## src/rtl/frt_pkg.sv

```systemverilog
`timescale 1ns/1ps
// Shared definitions of the free-running timer: register addresses,
// clock-select codes and status bit positions.
package frt_pkg;
    localparam int ADDR_W = 4;

    typedef enum logic [ADDR_W-1:0] {
        A_CNT  = 4'd0,
        A_OCR  = 4'd1,
        A_CAPA = 4'd2,
        A_CAPB = 4'd3,
        A_CAPC = 4'd4,
        A_CAPD = 4'd5,
        A_CTRL = 4'd6,
        A_STAT = 4'd7
    } reg_addr_e;

    typedef enum logic [1:0] {
        CK_DIV2  = 2'b00,
        CK_DIV8  = 2'b01,
        CK_DIV32 = 2'b10,
        CK_EXT   = 2'b11
    } clk_sel_e;

    localparam int N_CAP  = 4;
    localparam int F_CMP  = 4;
    localparam int F_OVF  = 5;
    localparam int N_FLAG = 6;
endpackage

```

## src/rtl/frt_prescaler.sv

```systemverilog
`timescale 1ns/1ps
// Count-step generator. Produces a one-cycle tick at 1/2, 1/8 or 1/32 of
// the clock, or once per synchronized rising edge of the external clock.
// Assumes ext_clk is slow compared to clk (high and low for at least 2 clocks).
module frt_prescaler
    import frt_pkg::*;
#(
    parameter int SYNC = 2
) (
    input  logic     clk,
    input  logic     rst_n,
    input  clk_sel_e sel,
    input  logic     ext_clk,
    output logic     tick
);
    localparam int SH_A  = 1;
    localparam int SH_B  = 3;
    localparam int SH_C  = 5;
    localparam int DIV_W = SH_C;

    logic [DIV_W-1:0] div_q;
    logic [SYNC:0]    ext_sr;
    logic             ext_rise;

    // Free-running divider, shared by the three internal rates.
    always_ff @(posedge clk) begin
        if (!rst_n) div_q <= '0;
        else        div_q <= div_q + 1'b1;
    end

    // Synchronizer for the external clock, plus one stage of history.
    always_ff @(posedge clk) begin
        if (!rst_n) ext_sr <= '0;
        else        ext_sr <= {ext_sr[SYNC-1:0], ext_clk};
    end

    assign ext_rise = ext_sr[SYNC-1] & ~ext_sr[SYNC];

    // Tick selection from the divider phase or the external edge.
    always_comb begin
        unique case (sel)
            CK_DIV2:  tick = &div_q[SH_A-1:0];
            CK_DIV8:  tick = &div_q[SH_B-1:0];
            CK_DIV32: tick = &div_q[SH_C-1:0];
            default:  tick = ext_rise;
        endcase
    end
endmodule

```

## src/rtl/frt_edge_det.sv

```systemverilog
`timescale 1ns/1ps
// Capture pin front end: synchronizes an asynchronous pin and flags the
// selected edge for one cycle. rise_sel = 1 selects rising, 0 falling.
// Assumes pins reset low; a pin held high at reset can report one rising edge.
module frt_edge_det #(
    parameter int SYNC = 2
) (
    input  logic clk,
    input  logic rst_n,
    input  logic pin,
    input  logic rise_sel,
    output logic evt
);
    logic [SYNC:0] sr;

    // Synchronizer chain with one extra stage for edge history.
    always_ff @(posedge clk) begin
        if (!rst_n) sr <= '0;
        else        sr <= {sr[SYNC-1:0], pin};
    end

    assign evt = rise_sel ? (sr[SYNC-1] & ~sr[SYNC]) : (~sr[SYNC-1] & sr[SYNC]);
endmodule

```

## src/rtl/frt_capcmp.sv

```systemverilog
`timescale 1ns/1ps
// Free-running timer top: counter, compare A with optional clear, four
// capture channels with A->C and B->D buffering, flags and register bus.
// Assumes one bus access per cycle; reads are combinational, writes on edge.
module frt_capcmp
    import frt_pkg::*;
#(
    parameter int CNT_W = 16,
    parameter int SYNC  = 2
) (
    input  logic              clk,
    input  logic              rst_n,
    input  logic              standby,
    input  logic              ext_clk,
    input  logic [N_CAP-1:0]  cap_pin,
    input  logic              bus_sel,
    input  logic              bus_wr,
    input  logic [ADDR_W-1:0] bus_addr,
    input  logic [CNT_W-1:0]  bus_wdata,
    output logic [CNT_W-1:0]  bus_rdata
);
    localparam int CTRL_W = 8;
    localparam int STAT_W = 8;

    logic [CNT_W-1:0]  cnt_q, ocr_q;
    logic [CNT_W-1:0]  cap_q [N_CAP];
    logic [CTRL_W-1:0] ctrl_q;
    logic [N_FLAG-1:0] flag_q, armed_q, flag_set, flag_clr;
    logic              clr_en_q;
    logic              tick, match, cmp_evt, clr_evt, ovf_evt;
    logic              cnt_wr, ocr_wr, ctrl_wr, stat_wr, stat_rd;
    logic              buf_a, buf_b;
    logic [N_CAP-1:0]  cap_evt, cap_take;

    assign cnt_wr  = bus_sel & bus_wr  & (bus_addr == A_CNT);
    assign ocr_wr  = bus_sel & bus_wr  & (bus_addr == A_OCR);
    assign ctrl_wr = bus_sel & bus_wr  & (bus_addr == A_CTRL);
    assign stat_wr = bus_sel & bus_wr  & (bus_addr == A_STAT);
    assign stat_rd = bus_sel & ~bus_wr & (bus_addr == A_STAT);
    assign buf_a   = ctrl_q[3];
    assign buf_b   = ctrl_q[2];

    frt_prescaler #(.SYNC(SYNC)) u_pre (
        .clk(clk), .rst_n(rst_n), .sel(clk_sel_e'(ctrl_q[1:0])),
        .ext_clk(ext_clk), .tick(tick)
    );

    // One edge detector per capture pin; channel i uses control bit 7-i.
    for (genvar i = 0; i < N_CAP; i++) begin : g_cap
        frt_edge_det #(.SYNC(SYNC)) u_edge (
            .clk(clk), .rst_n(rst_n), .pin(cap_pin[i]),
            .rise_sel(ctrl_q[CTRL_W-1-i]), .evt(cap_evt[i])
        );
    end

    // Backing channels lose their own pin while buffering.
    assign cap_take = {cap_evt[3] & ~buf_b, cap_evt[2] & ~buf_a, cap_evt[1:0]};

    assign match   = (cnt_q == ocr_q);
    assign cmp_evt = tick & match & ~cnt_wr;
    assign clr_evt = cmp_evt & clr_en_q;
    assign ovf_evt = tick & (&cnt_q) & ~clr_evt & ~cnt_wr;

    // Counter: bus write first, then count step with optional compare clear.
    always_ff @(posedge clk) begin
        if (!rst_n)       cnt_q <= '0;
        else if (cnt_wr)  cnt_q <= bus_wdata;
        else if (clr_evt) cnt_q <= '0;
        else if (tick)    cnt_q <= cnt_q + 1'b1;
    end

    // Compare register, reset to all ones.
    always_ff @(posedge clk) begin
        if (!rst_n)      ocr_q <= '1;
        else if (ocr_wr) ocr_q <= bus_wdata;
    end

    // Control register, cleared by reset and by standby.
    always_ff @(posedge clk) begin
        if (!rst_n || standby) ctrl_q <= '0;
        else if (ctrl_wr)      ctrl_q <= bus_wdata[CTRL_W-1:0];
    end

    // Capture registers with the A->C and B->D buffer moves.
    always_ff @(posedge clk) begin
        if (!rst_n) begin
            for (int i = 0; i < N_CAP; i++) cap_q[i] <= '0;
        end else begin
            if (cap_take[0]) cap_q[0] <= cnt_q;
            if (cap_take[1]) cap_q[1] <= cnt_q;
            if (buf_a && cap_evt[0]) cap_q[2] <= cap_q[0];
            else if (cap_take[2])    cap_q[2] <= cnt_q;
            if (buf_b && cap_evt[1]) cap_q[3] <= cap_q[1];
            else if (cap_take[3])    cap_q[3] <= cnt_q;
        end
    end

    assign flag_set = {ovf_evt, cmp_evt, cap_take};
    assign flag_clr = stat_wr ? (armed_q & ~bus_wdata[N_FLAG-1:0]) : '0;

    // Flags: hardware set wins over a software clear in the same cycle.
    always_ff @(posedge clk) begin
        if (!rst_n) flag_q <= '0;
        else        flag_q <= (flag_q & ~flag_clr) | flag_set;
    end

    // Read-as-1 memory that arms the clear; every status write disarms.
    always_ff @(posedge clk) begin
        if (!rst_n)       armed_q <= '0;
        else if (stat_rd) armed_q <= armed_q | flag_q;
        else if (stat_wr) armed_q <= '0;
    end

    // Clear-on-compare enable, kept in status bit 7.
    always_ff @(posedge clk) begin
        if (!rst_n)       clr_en_q <= 1'b0;
        else if (stat_wr) clr_en_q <= bus_wdata[STAT_W-1];
    end

    // Combinational read multiplexer.
    always_comb begin
        case (bus_addr)
            A_CNT:   bus_rdata = cnt_q;
            A_OCR:   bus_rdata = ocr_q;
            A_CAPA:  bus_rdata = cap_q[0];
            A_CAPB:  bus_rdata = cap_q[1];
            A_CAPC:  bus_rdata = cap_q[2];
            A_CAPD:  bus_rdata = cap_q[3];
            A_CTRL:  bus_rdata = CNT_W'(ctrl_q);
            A_STAT:  bus_rdata = CNT_W'({clr_en_q, 1'b0, flag_q});
            default: bus_rdata = '0;
        endcase
    end
endmodule

```

## config.mk

```make
export PLATFORM = sky130hd
export DESIGN_NAME = frt_capcmp
export DESIGN_NICKNAME = d
export VERILOG_FILES = /design/src/rtl/frt_pkg.sv /design/src/rtl/frt_prescaler.sv /design/src/rtl/frt_edge_det.sv /design/src/rtl/frt_capcmp.sv
export SDC_FILE = /design/constraint.sdc
export NUM_CORES = 1
export LEC_CHECK = 0
export BUFFER_PORTS_ARGS = -buffer_cell sky130_fd_sc_hd__clkbuf_2
export CORE_MARGIN = 1
export CORE_UTILIZATION = 55
export CTS_BUF_LIST = sky130_fd_sc_hd__clkbuf_8
export DETAILED_ROUTE_END_ITERATION = 8
export PLACE_DENSITY = 0.84
export SYNTH_ARGS = -nofsm -noshare
export SYNTH_HDL_FRONTEND = slang
export SYNTH_SLANG_ARGS = --single-unit
```

## constraint.sdc

```tcl
create_clock -name clk -period 4.6 [get_ports clk]
set_input_delay 0.46 -clock clk [delete_from_list [all_inputs] [get_ports clk]]
set_output_delay 0.46 -clock clk [all_outputs]
set_load 0.02 [all_outputs]
```

# --- Word level (Yosys, flattened, before mapping) ---
# Memory sizes are Yosys's and may differ from the RTL's.
# Cells that the tools add are included.
totals:
  output_inout_bits: 16
  in_bits: 30
  ff_bits: 73
  mem_bits_rw: 64
  mem_count: 1
  elab_cells: 125
mem_list:
  columns: ["memory", "depth", "width", "read_ports", "rd_clocked_by_memory_dff", "write_ports", "line", "rtl"]
  rows:
  - ["cap_q", 4, 16, 4, 0, 4, "frt_capcmp.sv:26", "logic [CNT_W-1:0] cap_q [N_CAP];"]
classes:
  mux: 39
  n_addsub: 2
  eq_ne: 10
  n_bitwise: 50
  n_reduce_logical: 11
op_table:
  columns: ["operator", "n"]
  rows:
  - ["2-to-1 mux 16 bit", 9]
  - ["one-hot mux 16 bit (8 select lines)", 1]
  - ["2-to-1 mux 1 bit", 25]
  - ["bitwise AND 1 bit", 24]
  - ["2-to-1 mux 6 bit", 3]
  - ["adder 16 x 1 -> 16 bit, second input constant", 1]
  - ["== test 16 bit", 1]
  - ["== test 4 x 3 -> 1 bit, second input constant", 4]
  - ["AND reduction 16 bit", 1]
  - ["inverter 1 bit", 14]
  - ["bitwise AND 6 bit", 2]
  - ["inverter 6 bit", 2]
  - ["bitwise OR 6 bit", 2]
  - ["== test 4 x 2 -> 1 bit, second input constant", 2]
  - ["bitwise OR 1 bit", 6]
  - ["adder 5 x 1 -> 5 bit, second input constant", 1]
  - ["AND reduction 5 bit", 1]
  - ["== test 4 x 1 -> 1 bit, second input constant", 1]
  - ["logical NOT 4 bit", 1]
  - ["one-hot mux 1 bit (3 select lines)", 1]
  - ["AND reduction 3 bit", 1]
  - ["nonzero test 3 bit", 1]
  - ["== test 2 x 1 -> 1 bit, second input constant", 1]
  - ["== test 2 bit, second input constant", 1]
  - ["5 further kinds", 6]

# --- Depth between registers and ports, before layout ---
# Gate-level depths: netlist of the first run.
depth:
  depth_word: 10
  ltp_mapped: 9
  mapped_depth_nobuf: 7

# --- Modules after synthesis ---
# From an unflattened synthesis of the first run, not the netlist that was laid out.
unflattened:
  cells_unflattened: 613
  hier_area_um2: 6412.4
modules_own_cells:
  columns: ["module", "area_per_inst_um2", "instances", "cells_per_inst", "seq_area_each_um2"]
  rows:
  - ["frt_capcmp", 5700.5, 1, 552, 2982.9]
  - ["frt_edge_det", 102.6, 4, 9, 60.1]
  - ["frt_prescaler", 301.5, 1, 25, 160.2]

# --- Least setup slack after synthesis of the first run ---
# OpenSTA, ideal clock, no wires.
synth_timing:
  path_kind: "in2reg"
  start: "input rst_n"
  end: "memory cap_q[3][0], enable pin"
  arrival_time_ns: 1.729
  cell_stages: 5
  path_slack_ns: 2.504
  path_buffers: 2
  required_ns: 4.233
  setup_ns: 0.367
  cell_sequence: "buf_4 nand2b_1 nor2_1 clkbuf_1 a21o_1"
synth_lines:
  columns: ["element", "line", "rtl"]
  rows:
  - ["start: declaration", "frt_capcmp.sv:12", "input logic rst_n,"]
  - ["end: declaration", "frt_capcmp.sv:26", null]

# --- Final worst setup path of the first run ---
layout_timing:
  start: "input bus_addr[2]"
  end: "output bus_rdata[5]"
layout_between:
  elab_chain_len: 2
  elab_cells_between_ends: 9
  cone_classes: "eq/ne: 7; mux: 1; reduce/logical: 1"
layout_rtl:
  columns: ["element", "line", "rtl"]
  rows:
  - ["start: declaration", "frt_capcmp.sv:18", "input logic [ADDR_W-1:0] bus_addr,"]
  - ["== test 4 x 3 -> 1 bit (tied with other cells)", "frt_capcmp.sv:122", "case (bus_addr)"]
  - ["one-hot mux 16 bit (8 select lines) (*)", "frt_capcmp.sv:122", null]
  - ["end: declaration", "frt_capcmp.sv:20", "output logic [CNT_W-1:0] bus_rdata"]
# Every way passes the cells marked *; elsewhere a longest branch is shown, timed or not.

==> flow_metrics.tcl, run 1 <==
set metrics [dict create \
    gr-usage-all-layers 0.282 \
    crit_family "simple AND/OR/NAND/NOR gates" \
    fmax_mhz 304 \
    async_flop_share 0 \
    max_cap_violations 0 \
    cts.clk_slew.worst_paths_ns 0.08 \
    synth_top_cell_area_share 0.295 \
    viasPerCell 6.45 \
    endpoint_kind "primary output" \
    first_global_vias 5063 \
    cts_made_buffers 17 \
    rsz0062_at_grt "false" \
    ys.flop_type "dfxtp_1" \
    cts_resized 0 \
    cts_root_buf "clkbuf_8" \
    clock_skew_ns 0.00656 \
    top_usage_layer "met2" \
    crit_fanout 15 \
    crit_path_top_delay_cell "nor2_1" \
    cp.required_ns 4.14 \
    diodes 0 \
    dpl.hpwl_um 11200 \
    timing_worst_setup_path_type "in2out" \
    io_pins 46 \
    crit_chain "clkbuf_2 > nand2b_1 > nor2_1 > a221o_1 > a221oi_1 > o21ai_0 > clkbuf_2" \
    nets 669 \
    pwr_density_cell_nw_per_um2 348 \
    min_path_cells 2 \
    finalSetupViolCount 0 \
    post-route-min-period_ns 3.28 \
    worst_pin_slew_ns 1.22 \
    path_buf_inv 2 \
    core-area_um2 11500 \
    finalWirelength_um 16500 \
    cp.arrival_ns 2.82 \
    post_cts_buffers 0 \
    tns_ns 0 \
    hp-class "in2reg" \
    r2r-start "ctrl_q[7]" \
    row_count 39 \
    maxSlewHeadroom 0.182 \
    reg2reg_depth 4 \
    synth_nets 651 \
    cts.sinks 137 \
    dieArea_um2 12300 \
    grt_util_met2 0.440 \
    p_leak_nw 2.62 \
    synthTopCellsByArea "edfxtp_1 (29%), dfxtp_1 (22%), and2_1 (4.9%)" \
    synth_cells 617 \
    status "finished clean" \
    overflow 0 \
    multi_input_comb_area_um2 2810 \
    drtIter0Drc 678 \
    numPortBuffers 45 \
    ys_warn_count 0 \
    firstDrtPassIters 5 \
    initial_core_util 0.568 \
    startpoint_type "input pin" \
    dr_total_vias 5105 \
    ir_worst_vdd_mv 0.221 \
    placed_area_um2 6680 \
    drc 0 \
    synth_edf_count 64 \
    finalInstanceArea_um2 7070 \
    antenna_found_initial 0 \
    period_share 0.714 \
    final_antenna_net_count 0 \
    yosysSeqAreaShare 0.519 \
    grt_use_met1 0.354 \
    clock_path_buffers 2 \
    grt_max_degree 46 \
    crit_top_cell "clkbuf_2" \
    htreeDepth 4 \
    synth.avg_cell_area_um2 10.6 \
    netlist_area_um2 6520 \
    hp-start "cap_pin[1]" \
    yosysTopAreaCell "edfxtp_1" \
    cts_tree "yes" \
    cp.depth 7 \
    slew_viol_final 0 \
    nFillCells 873 \
    cts_hold_buf 0 \
    wl_per_cell_um 20.9 \
    die_x_um 111 \
    grt_pass1_wl_um 26600 \
    slowest_delay_ns 0.90 \
    register_area_um2 3380 \
    gp_congestion 0.898 \
    use_met3 0.0990 \
    ys_ff_latch 137 \
    syn2layout_area_growth_pct 8.49 \
    clkLatencyLatePin_ns 0.45 \
    die_h_um 111 \
    hold_viol 0 \
    drive_gt1_frac 0.160 \
    crit_start "bus_addr[2]" \
    ys_types 51 \
]
-- synthesized netlist by cell type (all sizes together) (7+ instances only) --
cell type   n
nor2       31
nand3b      8
nand3      36
clkbuf     17
a22o       34
nor3       17
buf        37
dfxtp      73
a21oi      29
and2       51
inv         7
mux2i      12
nand2      43
o22ai      16
edfxtp     64
xor2       25
a22oi      34
nor3b      14
-- worst paths after layout --
path                            slack (ns)               endpoint
worst min-delay path                  0.21  g_cap[1].u_edge.sr[0]
worst max-delay path                  1.32           bus_rdata[5]
worst min register to register        0.43  g_cap[3].u_edge.sr[1]
worst max register to register        1.51           cap_q[2][12]
-- flip-flops by register name, summed over array words and instances (netlist names) --
| name | count |
|---|---|
| g_cap.u_edge.sr | 12 |
| u_pre.div_q | 5 |
| cap_q | 64 |
| cnt_q | 16 |
| ocr_q | 16 |
| ctrl_q | 8 |
| u_pre.ext_sr | 3 |
| flag_q | 6 |
| clr_en_q | 1 |
| armed_q | 6 |
-- logic make-up after synthesis --
family / count (synthesis) / synth area share
compound gates: 139 / 0.158
xor+xnor: 31 / 0.0417
buf+inv: 62 / 0.0501
simple gates: 228 / 0.197
fa+ha+maj: 4 / 0.00768
flops: 137 / 0.519
mux: 16 / 0.0271
-- layout by cell type, fill, tap and decap left out, types with 11 or more instances in the layout --
master,netlist,final
clkbuf_2,0,45
a22oi_1,34,34
xor2_1,25,25
nor2_1,31,31
a22o_1,34,34
a21oi_1,27,27
dfxtp_1,73,73
nand3_1,36,36
nor3b_1,14,14
mux2i_1,12,12
nand2_1,43,43
nor3_1,11,11
clkbuf_8,0,17
and2_1,51,51
o22ai_1,16,16
edfxtp_1,64,64
-- where the power goes --
group          total, mW  switching, mW  internal (mW)
clock              0.966          0.484          0.482
sequential          1.34         0.0271           1.31
combinational      0.158          0.108         0.0500
total               2.46          0.619           1.84
-- stage by stage --
| step | utilization | setup slack [ns] | hold WS, ns | cells | power [mW] |
|---|---|---|---|---|---|
| finish | 0.616 | 1.32 | 0.206 | 791 | 2.46 |
| global route | 0.616 | 1.16 | 0.198 | 791 | 2.54 |
| CTS | 0.616 | 1.42 | 0.182 | 791 | 2.47 |
| detailed placement | 0.583 | 1.42 | 0.421 | 759 | 1.52 |
| global placement | 0.583 | 1.47 | 0.413 | 759 | 1.51 |
| floorplan | - | 2.50 | 0.412 | 617 | 1.46 |
-- cell type report --
| type | instances | share of cell area |
|---|---|---|
| sequential | 137 | 0.479 |
| inverter | 8 | 0.00425 |
| tap | 143 | 0.0253 |
| clock buffer | 17 | 0.0331 |
| clock inverter | 15 | 0.0214 |
| timing repair buffer | 53 | 0.0404 |
| multi-input combinational | 418 | 0.397 |
-- per-layer routing --
layer,vias to the layer above,routed length [um],share of wire
met5,-,0,0
met4,0,433,0.026
met3,45,1850,0.11
met2,307,7740,0.47
met1,2443,6500,0.39
li1,2310,-,-
(Power assumes the default switching activity.)
==> run 2: changes to the inputs <==
==> constraint.sdc (replaced) <==
create_clock -name clk -period 3.3 [get_ports clk]
set_input_delay 0.33 -clock clk [delete_from_list [all_inputs] [get_ports clk]]
set_output_delay 0.33 -clock clk [all_outputs]
set_load 0.02 [all_outputs]
==> run 2 against run 1 <==
Compared with the run above: the run now ends with DRC left; non-clock buffer count up 11; clock power grew 48%; sequential power is 39% higher; sequential share of layout area decreased by 0.72 points; largest cell class unchanged.
==> flow_metrics.tcl, run 2 (synthesized netlist as in run 1, its figures left out) <==
set metrics [dict create \
    cts_made_buffers 17 \
    firstDrtPassIters 9 \
    tns_ns 0 \
    die_h_um 111 \
    failed_checks "DRC" \
    startpoint_type "input pin" \
    cts.clk_slew.worst_paths_ns 0.08 \
    cts_resized 0 \
    crit_top_cell "clkbuf_2" \
    dpl.hpwl_um 12000 \
    viasPerCell 6.47 \
    cp.required_ns 2.97 \
    crit_chain "clkbuf_2 > nand2b_1 > nor3_1 > buf_4 > a222oi_1 > o211ai_1 > clkbuf_2" \
    endpoint_kind "primary output" \
    top_register "cap_q" \
    slew_viol_final 0 \
    cts.sinks 137 \
    final_antenna_net_count 0 \
    io_pins 46 \
    final_cell_mix "dfxtp_1 (73), edfxtp_1 (64), and2_1 (51)" \
    nets 680 \
    first_global_vias 4910 \
    cts_root_buf "clkbuf_8" \
    slowest_delay_ns 0.51 \
    cts_tree "yes" \
    worst_pin_slew_ns 0.864 \
    grt_pass1_wl_um 26800 \
    clkLatencyLatePin_ns 0.46 \
    pwr_density_cell_nw_per_um2 490 \
    core-area_um2 11500 \
    syn2layout_area_growth_pct 10.1 \
    row_count 39 \
    initial_core_util 0.568 \
    timing_worst_setup_path_type "in2out" \
    cts_hold_buf 0 \
    finalSetupViolCount 0 \
    largest_reg_flops 64 \
    gp_congestion 0.963 \
    reg.largest.list "cap_q x64, cnt_q x16, ocr_q x16" \
    htreeDepth 4 \
    finalWirelength_um 17200 \
    final_common_cell "dfxtp_1" \
    crit_path_top_delay_cell "a222oi_1" \
    whs_ns 0.0655 \
    period_share 0.766 \
    overflow 0 \
    gr-usage-all-layers 0.287 \
    dieArea_um2 12300 \
    max_cap_violations 0 \
    diodes 0 \
    crit_fanout 14 \
    grt_max_degree 33 \
    clock_path_buffers 2 \
    status "finished, violations left" \
    rsz0062_at_grt "false" \
    hp-class "in2reg" \
    die_x_um 111 \
    ir_worst_vdd_mv 0.459 \
    cp.arrival_ns 2.20 \
    hold_viol 0 \
    drive_gt1_frac 0.171 \
    post-route-min-period_ns 2.53 \
    clock_skew_ns 0.0109 \
    numPortBuffers 45 \
    p_leak_nw 2.70 \
    dr_total_vias 5191 \
    maxSlewHeadroom 0.420 \
    fmax_mhz 396 \
    drc 4 \
    post_cts_buffers 0 \
    wl_per_cell_um 21.5 \
    antenna_found_initial 0 \
    drtIter0Drc 587 \
]
## run 2: worst max-delay path, delay by kind of cell
family                 cells  cell delay, ns
buffers and inverters      3            0.74
AO/OA/AOI/OAI              2            0.72
AND/OR/NAND/NOR            2            0.41
## run 2: path summary, 6_finish.rpt
kind,from,end,slack [ns],depth (start not counted)
min,cap_pin[2],g_cap[2].u_edge.sr[0],0.07,2
max reg2reg,u_pre.div_q[0],flag_q[5],0.79,6
min reg2reg,g_cap[3].u_edge.sr[0],g_cap[3].u_edge.sr[1],0.43,1
max,bus_addr[0],bus_rdata[1],0.77,7
## run 2: power breakdown
group / switching (mW) / internal (mW) / total (mW)
Combinational: 0.152 / 0.0731 / 0.225
Clock: 0.674 / 0.751 / 1.43
Sequential: 0.0392 / 1.83 / 1.86
Total: 0.866 / 2.65 / 3.52
## run 2: layer usage
layer	share of wire	up-vias	GRT usage	wire length, um
met3	0.098	53	0.0793	1690
li1	-	2335	-	-
met5	0	-	0	0
met4	0.026	0	0.116	447
met2	0.46	296	0.431	7850
met1	0.42	2507	0.394	7260
## run 2: area by class of cell
type,instances,area (um2)
Fill cell,884,4290
Sequential cell,137,3380
Multi-Input combinational cell,418,2810
Timing Repair Buffer,64,368
Clock buffer,21,289
Tap cell,143,179
Clock inverter,11,121
Inverter,8,30.0
## run 2: stage by stage
step / power [mW] / std cells / setup slack [ns] / instance area, um2 / util
global route: 3.61 / 802 / 0.579 / 7180 / 0.626
global placement: 2.11 / 770 / 0.773 / 6770 / 0.590
CTS: 3.51 / 802 / 0.789 / 7180 / 0.626
detailed placement: 2.12 / 770 / 0.797 / 6770 / 0.590
floorplan: 2.03 / 617 / 1.30 / 6520 / -
finish: 3.52 / 802 / 0.773 / 7180 / 0.626
==> run 3: changes to the inputs <==
--- a/config.mk
+++ b/config.mk
@@ -10,7 +10,7 @@
 export CORE_UTILIZATION = 55
 export CTS_BUF_LIST = sky130_fd_sc_hd__clkbuf_8
 export DETAILED_ROUTE_END_ITERATION = 8
-export PLACE_DENSITY = 0.84
+export PLACE_DENSITY = 0.87
 export SYNTH_ARGS = -nofsm -noshare
 export SYNTH_HDL_FRONTEND = slang
 export SYNTH_SLANG_ARGS = --single-unit
==> constraint.sdc (replaced) <==
create_clock -name clk -period 2.3 [get_ports clk]
set_input_delay 0.23 -clock clk [delete_from_list [all_inputs] [get_ports clk]]
set_output_delay 0.23 -clock clk [all_outputs]
set_load 0.02 [all_outputs]
==> run 3 against run 2 <==
Compared with the run above: the run now ends clean; critical path depth up 1; utilization rose by 2.4 points; hold slack lost 0.042 ns; global-route usage is 1.3 points higher; die area unchanged; combinational power is 66% higher; first-iteration DRC count grew 9.7%; sequential power increased by 43%; register-to-register slack got worse by 0.69 ns; critical path type is now reg2reg.
==> flow_metrics.tcl, run 3 (synthesized netlist as in run 1, its figures left out) <==
set metrics [dict create \
    numPortBuffers 45 \
    final_cell_count_no_fill 831 \
    finalSetupViolCount 0 \
    period_share 0.958 \
    p_leak_nw 2.84 \
    reg2reg_depth 8 \
    clock_path_buffers 2 \
    drc 0 \
    firstDrtPassIters 5 \
    cts_made_buffers 17 \
    cp.required_ns 2.68 \
    clock_skew_ns 0.0104 \
    r2r-end "cnt_q[12]" \
    io_pins 46 \
    holdPathEnd "ocr_q[12]" \
    cts.sinks 137 \
    overflow 0 \
    largest_reg_flops 64 \
    row_count 39 \
    drive_gt1_frac 0.199 \
    worst_pin_slew_ns 0.691 \
    final_antenna_net_count 0 \
    p_total_mw 5.22 \
    startpoint_type "flip-flop" \
    finalWirelength_um 17700 \
    gp_congestion 0.888 \
    dpl.hpwl_um 12100 \
    die_h_um 111 \
    diodes 0 \
    ir_worst_vdd_mv 0.554 \
    antenna_found_initial 0 \
    slew_viol_final 0 \
    gr-usage-all-layers 0.300 \
    cts_tree "yes" \
    endpoint_kind "flip-flop" \
    dp_cells 794 \
    cts.clk_slew.worst_paths_ns 0.08 \
    post_cts_buffers 0 \
    hp-class "in2reg" \
    dr_total_vias 5358 \
    status "finished clean" \
    min_path_cells 3 \
    rsz0062_at_grt "false" \
    maxSlewHeadroom 0.539 \
    cts_root_buf "clkbuf_8" \
    syn2layout_area_growth_pct 14.4 \
    first_global_vias 5450 \
    fmax_mhz 454 \
    die_x_um 111 \
    reg.largest.list "cap_q x64, cnt_q x16, ocr_q x16" \
    clkLatencyLatePin_ns 0.45 \
    drtIter0Drc 644 \
    post-route-min-period_ns 2.20 \
    cp.arrival_ns 2.58 \
    r2r-start "u_pre.div_q[0]" \
    top_register "cap_q" \
    crit_fanout 16 \
    dieArea_um2 12300 \
    final_cell_mix "dfxtp_1 (73), edfxtp_1 (64), and2_1 (51)" \
    max_cap_violations 0 \
    r2r_setup_slack_ns 0.1 \
    wl_per_cell_um 21.3 \
    hp-start "bus_wdata[12]" \
    viasPerCell 6.45 \
    timing_worst_setup_path_type "reg2reg" \
    hold_viol 0 \
    htreeDepth 4 \
    nets 709 \
    grt_pass1_wl_um 28400 \
    pwr_density_cell_nw_per_um2 700 \
    initial_core_util 0.568 \
    final_common_cell "dfxtp_1" \
    tns_ns 0 \
    core-area_um2 11500 \
    grt_max_degree 33 \
]
## run 3: layout make-up
cell class,count,area [um2]
inverters,8,30.0
multi-input cells,418,2810
clock inverters,15,206
flip-flops and latches,137,3380
fillers,826,4010
well taps,143,179
repair buffers,93,611
clock buffers,17,234
## run 3: where the power goes
part	switching [mW]	internal [mW]
clock	0.914	1.27
combinational	0.242	0.131
sequential	0.0420	2.62
total	1.20	4.02
## run 3: repair_timing
item | in CTS | in global routing
gates resized for setup | 0 | 1
setup endpoints to repair | 0 | 1
hold endpoints to repair | 5 | 0
hold buffers | 5 | 0
## run 3: worst max-delay path by stage
stage,slack (ns),cells past startpoint,startpoint,to
finish,0.1,8,u_pre.div_q[0],cnt_q[12]
global route,0.004,8,u_pre.div_q[0],cnt_q[3]
CTS,0.11,8,u_pre.div_q[0],cnt_q[12]
detailed placement,0.13,8,u_pre.div_q[0],cnt_q[12]
global placement,0.26,7,bus_addr[1],bus_rdata[4]
floorplan,0.30,5,ctrl_q[7],cap_q[2][0]
## run 3: layer usage
layer  share of wire  track usage  up-vias
met5               0            0        -
met4           0.036        0.137        0
met3            0.11       0.0596       59
met2            0.47        0.485      365
met1            0.38        0.390     2546
li1                -            -     2388
## run 3: worst max-delay path: stages, from the launching register on
cell and delay (ns):
dfxtp_1 0.35, ha_1 0.22, and3_1 0.19, ha_1 0.17, mux4_2 0.50, buf_4 0.23
nor3_1 0.24, a21oi_1 0.08, o22ai_1 0.15
## run 3: metrics by stage
stage          utilization  hold WS, ns  area, um2  setup slack [ns]
2_1_floorplan            -        0.354       6520             0.296
3_3_place_gp         0.607        0.415       6960             0.259
3_5_place_dp         0.607        0.418       6960             0.132
4_1_cts              0.650      0.00410       7450             0.110
5_1_grt              0.650       0.0360       7450           0.00358
6_report             0.650       0.0236       7450            0.0969
